`config.mk`:
```
export PLATFORM = sky130hd
export DESIGN_NAME = dmac_chan_regs
export DESIGN_NICKNAME = d
export VERILOG_FILES = /design/src/rtl/dmac_pkg.sv /design/src/rtl/dmac_rst_sync.sv /design/src/rtl/dmac_irq_edge.sv /design/src/rtl/dmac_cmd_reg.sv /design/src/rtl/dmac_stat_reg.sv /design/src/rtl/dmac_chan_regs.sv
export SDC_FILE = /design/constraint.sdc
export NUM_CORES = 1
export LEC_CHECK = 0
export CORE_MARGIN = 8
export CORE_UTILIZATION = 33
export DETAILED_ROUTE_END_ITERATION = 8
export PLACE_DENSITY = 0.74
export SYNTH_ARGS = -nofsm -noshare
export SYNTH_HDL_FRONTEND = slang
export SYNTH_SLANG_ARGS = --single-unit
```
`constraint.sdc`:
```
create_clock -name clk -period 0.86 [get_ports clk]
set_clock_uncertainty 0.2 [all_clocks]
set_input_delay 0.086 -clock clk [delete_from_list [all_inputs] [get_ports clk]]
set_output_delay 0.086 -clock clk [all_outputs]
set_load 0.005 [all_outputs]
```
`src/rtl/dmac_pkg.sv`:
```
package dmac_pkg;
  localparam int REG_W     = 8;
  localparam int CMD_START = 0;
  localparam int CMD_DIR   = 3;
  localparam int ST_ACT    = 0;
  localparam int ST_ERR    = 1;
  localparam int ST_INT    = 2;
  localparam int ST_CAP0   = 5;
  localparam int ST_CAP1   = 6;
  typedef enum logic {SEL_CMD = 1'b0, SEL_STAT = 1'b1} reg_sel_e;
endpackage

```
`src/rtl/dmac_rst_sync.sv`:
```
module dmac_rst_sync #(
  parameter int STAGES = 2
) (
  input  logic clk,
  input  logic rst_n_in,
  output logic rst_n_out
);
  logic [STAGES-1:0] sh_q, sh_d;

  always_comb sh_d = {sh_q[STAGES-2:0], 1'b1};

  always_ff @(posedge clk or negedge rst_n_in) begin
    if (!rst_n_in) sh_q <= '0;
    else           sh_q <= sh_d;
  end

  assign rst_n_out = sh_q[STAGES-1];
endmodule

```
`src/rtl/dmac_irq_edge.sv`:
```
module dmac_irq_edge #(
  parameter int STAGES = 2
) (
  input  logic clk,
  input  logic rst_n,
  input  logic irq_async,
  output logic irq_rise
);
  logic [STAGES-1:0] sync_q, sync_d;
  logic              prev_q;

  always_comb sync_d = {sync_q[STAGES-2:0], irq_async};

  always_ff @(posedge clk or negedge rst_n) begin
    if (!rst_n) begin
      sync_q <= '0;
      prev_q <= 1'b0;
    end else begin
      sync_q <= sync_d;
      prev_q <= sync_q[STAGES-1];
    end
  end

  assign irq_rise = sync_q[STAGES-1] & ~prev_q;
endmodule

```
`src/rtl/dmac_cmd_reg.sv`:
```
module dmac_cmd_reg (
  input  logic clk,
  input  logic rst_n,
  input  logic cmd_wr,
  input  logic wr_start,
  input  logic wr_dir,
  input  logic active,
  output logic start_q,
  output logic dir_q
);
  logic start_en, dir_en;

  always_comb begin
    start_en = cmd_wr;
    dir_en   = cmd_wr & ~active;
  end

  always_ff @(posedge clk or negedge rst_n) begin
    if (!rst_n) begin
      start_q <= 1'b0;
      dir_q   <= 1'b0;
    end else begin
      if (start_en) start_q <= wr_start;
      if (dir_en)   dir_q   <= wr_dir;
    end
  end
endmodule

```
`src/rtl/dmac_stat_reg.sv`:
```
module dmac_stat_reg (
  input  logic       clk,
  input  logic       rst_n,
  input  logic       cmd_wr,
  input  logic       stat_wr,
  input  logic       wr_start,
  input  logic       clr_err,
  input  logic       clr_int,
  input  logic [1:0] wr_cap,
  input  logic       eot_done,
  input  logic       bus_abort,
  input  logic       irq_rise,
  output logic       active_q,
  output logic       err_q,
  output logic       intst_q,
  output logic [1:0] cap_q,
  output logic       abort_q
);
  logic active_d, err_d, intst_d, abort_d;

  always_comb begin
    active_d = active_q;
    if (cmd_wr && wr_start)                  active_d = 1'b1;
    else if (eot_done || (cmd_wr && !wr_start)) active_d = 1'b0;

    err_d = err_q;
    if (bus_abort)                 err_d = 1'b1;
    else if (stat_wr && clr_err)   err_d = 1'b0;

    intst_d = intst_q;
    if (irq_rise)                  intst_d = 1'b1;
    else if (stat_wr && clr_int)   intst_d = 1'b0;

    abort_d = cmd_wr & ~wr_start & active_q & ~intst_q;
  end

  always_ff @(posedge clk or negedge rst_n) begin
    if (!rst_n) begin
      active_q <= 1'b0;
      err_q    <= 1'b0;
      intst_q  <= 1'b0;
      cap_q    <= '0;
      abort_q  <= 1'b0;
    end else begin
      active_q <= active_d;
      err_q    <= err_d;
      intst_q  <= intst_d;
      abort_q  <= abort_d;
      if (stat_wr) cap_q <= wr_cap;
    end
  end
endmodule

```
`src/rtl/dmac_chan_regs.sv`:
```
module dmac_chan_regs
  import dmac_pkg::*;
#(
  parameter int SYNC_STAGES = 2,
  parameter int RST_STAGES  = 2
) (
  input  logic             clk,
  input  logic             rst_n,
  input  logic             reg_wr,
  input  logic             reg_sel,
  input  logic [REG_W-1:0] reg_wdata,
  output logic [REG_W-1:0] reg_rdata,
  input  logic             eng_eot_done,
  input  logic             bus_abort,
  input  logic             drive_irq,
  output logic             eng_go,
  output logic             eng_dir_wr,
  output logic             eng_abort,
  output logic             chan_irq
);
  logic       rst_sync_n;
  logic       cmd_wr, stat_wr, irq_rise;
  logic       start_q, dir_q, active_q, err_q, intst_q, abort_q;
  logic [1:0] cap_q;
  logic       unused_wdata;

  assign unused_wdata = ^{reg_wdata[7], reg_wdata[4]};

  dmac_rst_sync #(.STAGES(RST_STAGES)) u_rst (
    .clk(clk), .rst_n_in(rst_n), .rst_n_out(rst_sync_n));

  dmac_irq_edge #(.STAGES(SYNC_STAGES)) u_irq (
    .clk(clk), .rst_n(rst_sync_n), .irq_async(drive_irq), .irq_rise(irq_rise));

  always_comb begin
    cmd_wr  = reg_wr & (reg_sel == SEL_CMD);
    stat_wr = reg_wr & (reg_sel == SEL_STAT);
  end

  dmac_cmd_reg u_cmd (
    .clk(clk), .rst_n(rst_sync_n), .cmd_wr(cmd_wr),
    .wr_start(reg_wdata[CMD_START]), .wr_dir(reg_wdata[CMD_DIR]),
    .active(active_q), .start_q(start_q), .dir_q(dir_q));

  dmac_stat_reg u_stat (
    .clk(clk), .rst_n(rst_sync_n), .cmd_wr(cmd_wr), .stat_wr(stat_wr),
    .wr_start(reg_wdata[CMD_START]), .clr_err(reg_wdata[ST_ERR]),
    .clr_int(reg_wdata[ST_INT]), .wr_cap({reg_wdata[ST_CAP1], reg_wdata[ST_CAP0]}),
    .eot_done(eng_eot_done), .bus_abort(bus_abort), .irq_rise(irq_rise),
    .active_q(active_q), .err_q(err_q), .intst_q(intst_q), .cap_q(cap_q),
    .abort_q(abort_q));

  always_comb begin
    reg_rdata = '0;
    if (reg_sel == SEL_CMD) begin
      reg_rdata[CMD_START] = start_q;
      reg_rdata[CMD_DIR]   = dir_q;
    end else begin
      reg_rdata[ST_ACT]  = active_q;
      reg_rdata[ST_ERR]  = err_q;
      reg_rdata[ST_INT]  = intst_q;
      reg_rdata[ST_CAP0] = cap_q[0];
      reg_rdata[ST_CAP1] = cap_q[1];
    end
  end

  assign eng_go     = start_q;
  assign eng_dir_wr = dir_q;
  assign eng_abort  = abort_q;
  assign chan_irq   = intst_q;
endmodule

```
==> results by group <==
Synthesis
  • Share of the synthesized area in the top cell type: 61.9%
  • Synth unique cells: 16
  • Area leader, netlist: dfrtp_1
  • Seq/Total Area, Yosys: 61.9%
  • Post-Syn Area: roughly 530 um2
  • Mapped Avg Cell Area: 13.5 um2
  • Ys Warns: 0
  • Yosys reg bits: 13
  • Ranking of synthesized cells by area: dfrtp_1 62%, mux2_2 11%, and2_1 4.8%
  • Synth Instances: 39

Floorplan
  • Core Area: 1510 um2
  • Die H: approximately 56 um
  • # rows: 14
  • Die area: 3130 um2
  • Top-Level Pins: 27
  • Initial Utilization: between 30% and 40%
  • Die width: between 50 and 60 um

Placement
  • DP Worst Slack: -850 ps
  • Inst Count DP: 83
  • # port buffers: 22
  • Post-placement cell area: approximately 820 um2
  • Detail Placement HPWL: 908 um
  • Routability congestion estimate: 0.659

Worst setup path
  • Crit path max fanout: 2
  • Startpoint Class: flop
  • Worst Path Buf+Inv: 1
  • Worst endpoint required time: 570 ps
  • CP Depth: 2
  • WP data arrival: 1050 ps
  • CP cell instances: mux2_4 > buf_6
  • FF-to-FF path depth: 3
  • Worst path slowest cell: dfrtp_1
  • Cell family with most CP delay: flip-flops
  • Worst setup EP type: output pin
  • CP max stage delay: 390 ps
  • Critical path class: reg2out

Global routing
  • Total grt overflow: 0
  • Largest net degree at the start of global routing: 12
  • Global-route track usage on met2: a little under an eighth
  • GR Util All Layers: 7.47%
  • Antenna violations before repair: 0
  • Met3 GRT Util: 5.25%
  • First-pass GRT wire length: ~1900 um
  • Routing usage on met1: 7.64%
  • Vias in the first global route: approximately 450
  • GR peak layer: met2

Clock tree
  • Deepest clock path buffer count: 2
  • H-tree depth: 1
  • Clock transition at the registers of the reported paths: around 80 ps
  • TritonCTS Buffers: 3
  • Root Driver: clkbuf_4
  • Clk_lat worst skew: 270 ps
  • CTS tree: done
  • Sink Count: 13

Timing
  • Min cycle time layout: 1340 ps
  • Final setup viols: 17
  • Unrepaired setup endpoints after global routing: yes
  • Slew Limit Fails: 0
  • Fmax: 748 MHz
  • Period Utilization, post-route: 156%
  • Min Hold Slack: -9.93 ps
  • Final Hold Vio Count: 11
  • Final worst slack: -478 ps
  • Final setup TNS: -5080 ps

Detailed routing
  • Aggregate routed wire length: 1230 um
  • Post-DRT Antenna Nets: 0
  • TritonRoute pass-1 iters: 2
  • DRC Markers: 0
  • DR iter-0 viols: 1
  • Wirelength per Cell: 13.6 um
  • Vias/cell: 4.58
  • Vias after detailed routing: 412

Worst hold path
  • Hold Crit Class: reg2async

Finish
  • Core Util, Final: between 50 and 60%
  • Layout cells sized above 1: ~47%
  • Layout Cells excl Fill: 90
  • Most common cell after layout, fill and taps aside: dfrtp_1
  • Syn-to-layout area delta: 68.1%
  • Final #Nets: 90
  • Multi-input combinational cell area: 219 um2
  • Final instance area: between 800 and 900 um2
  • Commonest cells after routing, fill and taps aside: 13 x dfrtp_1, 10 x clkdlybuf4s50_1, 8 x buf_2
  • Register area: around 330 um2
  • FILL cells: 137
  • ANT cells: 0

Pwr
  • Static Leak: 0.429 nW
  • Design Power: 1.43 mW
  • Power Density: 1620 nW/um2
  • Max IR drop VDD: 937 uV

Run status
  • Status: finished with violations
  • Failing checks: hold timing, setup timing

Run
  • Max Cap Violations: 0
==> metal layers <==
metal	vias up	wire length [um]
li1	193	-
met1	199	490
met2	18	581
met3	2	139
met4	0	13
met5	-	0
==> synthesized netlist by cell type <==
| library cell | count |
|---|---|
| a21o_1 | 1 |
| a22o_1 | 1 |
| and2_1 | 4 |
| buf_4 | 2 |
| buf_6 | 1 |
| conb_1 | 2 |
| dfrtp_1 | 13 |
| inv_1 | 1 |
| mux2_1 | 1 |
| mux2_2 | 5 |
| nand2_1 | 1 |
| nand2b_1 | 1 |
| nand3_1 | 2 |
| nor2b_1 | 2 |
| nor3b_2 | 1 |
| nor4b_1 | 1 |
==> cells by family (layout without fill, tap and decap cells) <==
group                  Yosys count  count (layout)  share of synthesized area [%]
AO/OA/AOI/OAI                    2               2                           3.10
buffers and inverters            4              38                           5.71
flip-flops                      13              13                           61.9
multiplexers                     6               6                           12.9
other                            2               3                           1.43
AND/OR/NAND/NOR                 12              12                           15.0
==> registers in the layout (all words and copies together), names as in the netlist <==
register         flops
u_stat.cap_q         2
u_cmd.dir_q          1
u_rst.sh_q           2
u_stat.err_q         1
u_stat.abort_q       1
u_irq.sync_q         2
u_stat.active_q      1
u_stat.intst_q       1
u_cmd.start_q        1
u_irq.prev_q         1
==> worst paths after layout <==
kind / to / start / slack (ps)
max: reg_rdata[0] / u_cmd.start_q$_DFFE_PN0N_ / -480
min: u_irq.sync_q[0]$_DFF_PN0_ / u_rst.sh_q[1]$_DFF_PN0_ / -10
max reg2reg: u_cmd.dir_q$_DFFE_PN0P_ / u_stat.active_q$_DFFE_PN0P_ / -470
min reg2reg: u_irq.sync_q[0]$_DFF_PN0_ / u_rst.sh_q[1]$_DFF_PN0_ / -10
max in group asynchronous: u_rst.sh_q[0]$_DFF_PN0_ / rst_n / 40
min in group clk: u_irq.sync_q[0]$_DFF_PN0_ / drive_irq / 40
==> power by group <==
part	internal [mW]	switching [mW]	total, mW
Combinational	0.252	0.106	0.358
Sequential	0.664	0.0383	0.702
Clock	0.172	0.202	0.374
Total	1.09	0.346	1.43
==> area by class of cell <==
| class | instances | share of cell area [%] |
|---|---|---|
| Timing Repair Buffer | 33 | 32.6 |
| Clock buffer | 3 | 2.55 |
| Inverter | 1 | 0.425 |
| Tap cell | 16 | 2.27 |
| Multi-Input combinational cell | 23 | 24.8 |
| Clock inverter | 1 | 0.567 |
| Sequential cell | 13 | 36.8 |
==> worst register-to-register path: stages (launching register included) <==
cell and delay (ps):
dfrtp_1 400, buf_6 130, nor3b_4 180, mux2_4 310
==> what timing repair did <==
action / in CTS / in global routing
gates resized for setup: 53 / 5
hold buffers: 1 / 0
setup buffers: 2 / 1
pin swaps: 5 / 2
endpoints found under the hold margin: 2 / 0
endpoints found under the setup margin: 18 / 17
(Power assumes the default switching activity.)
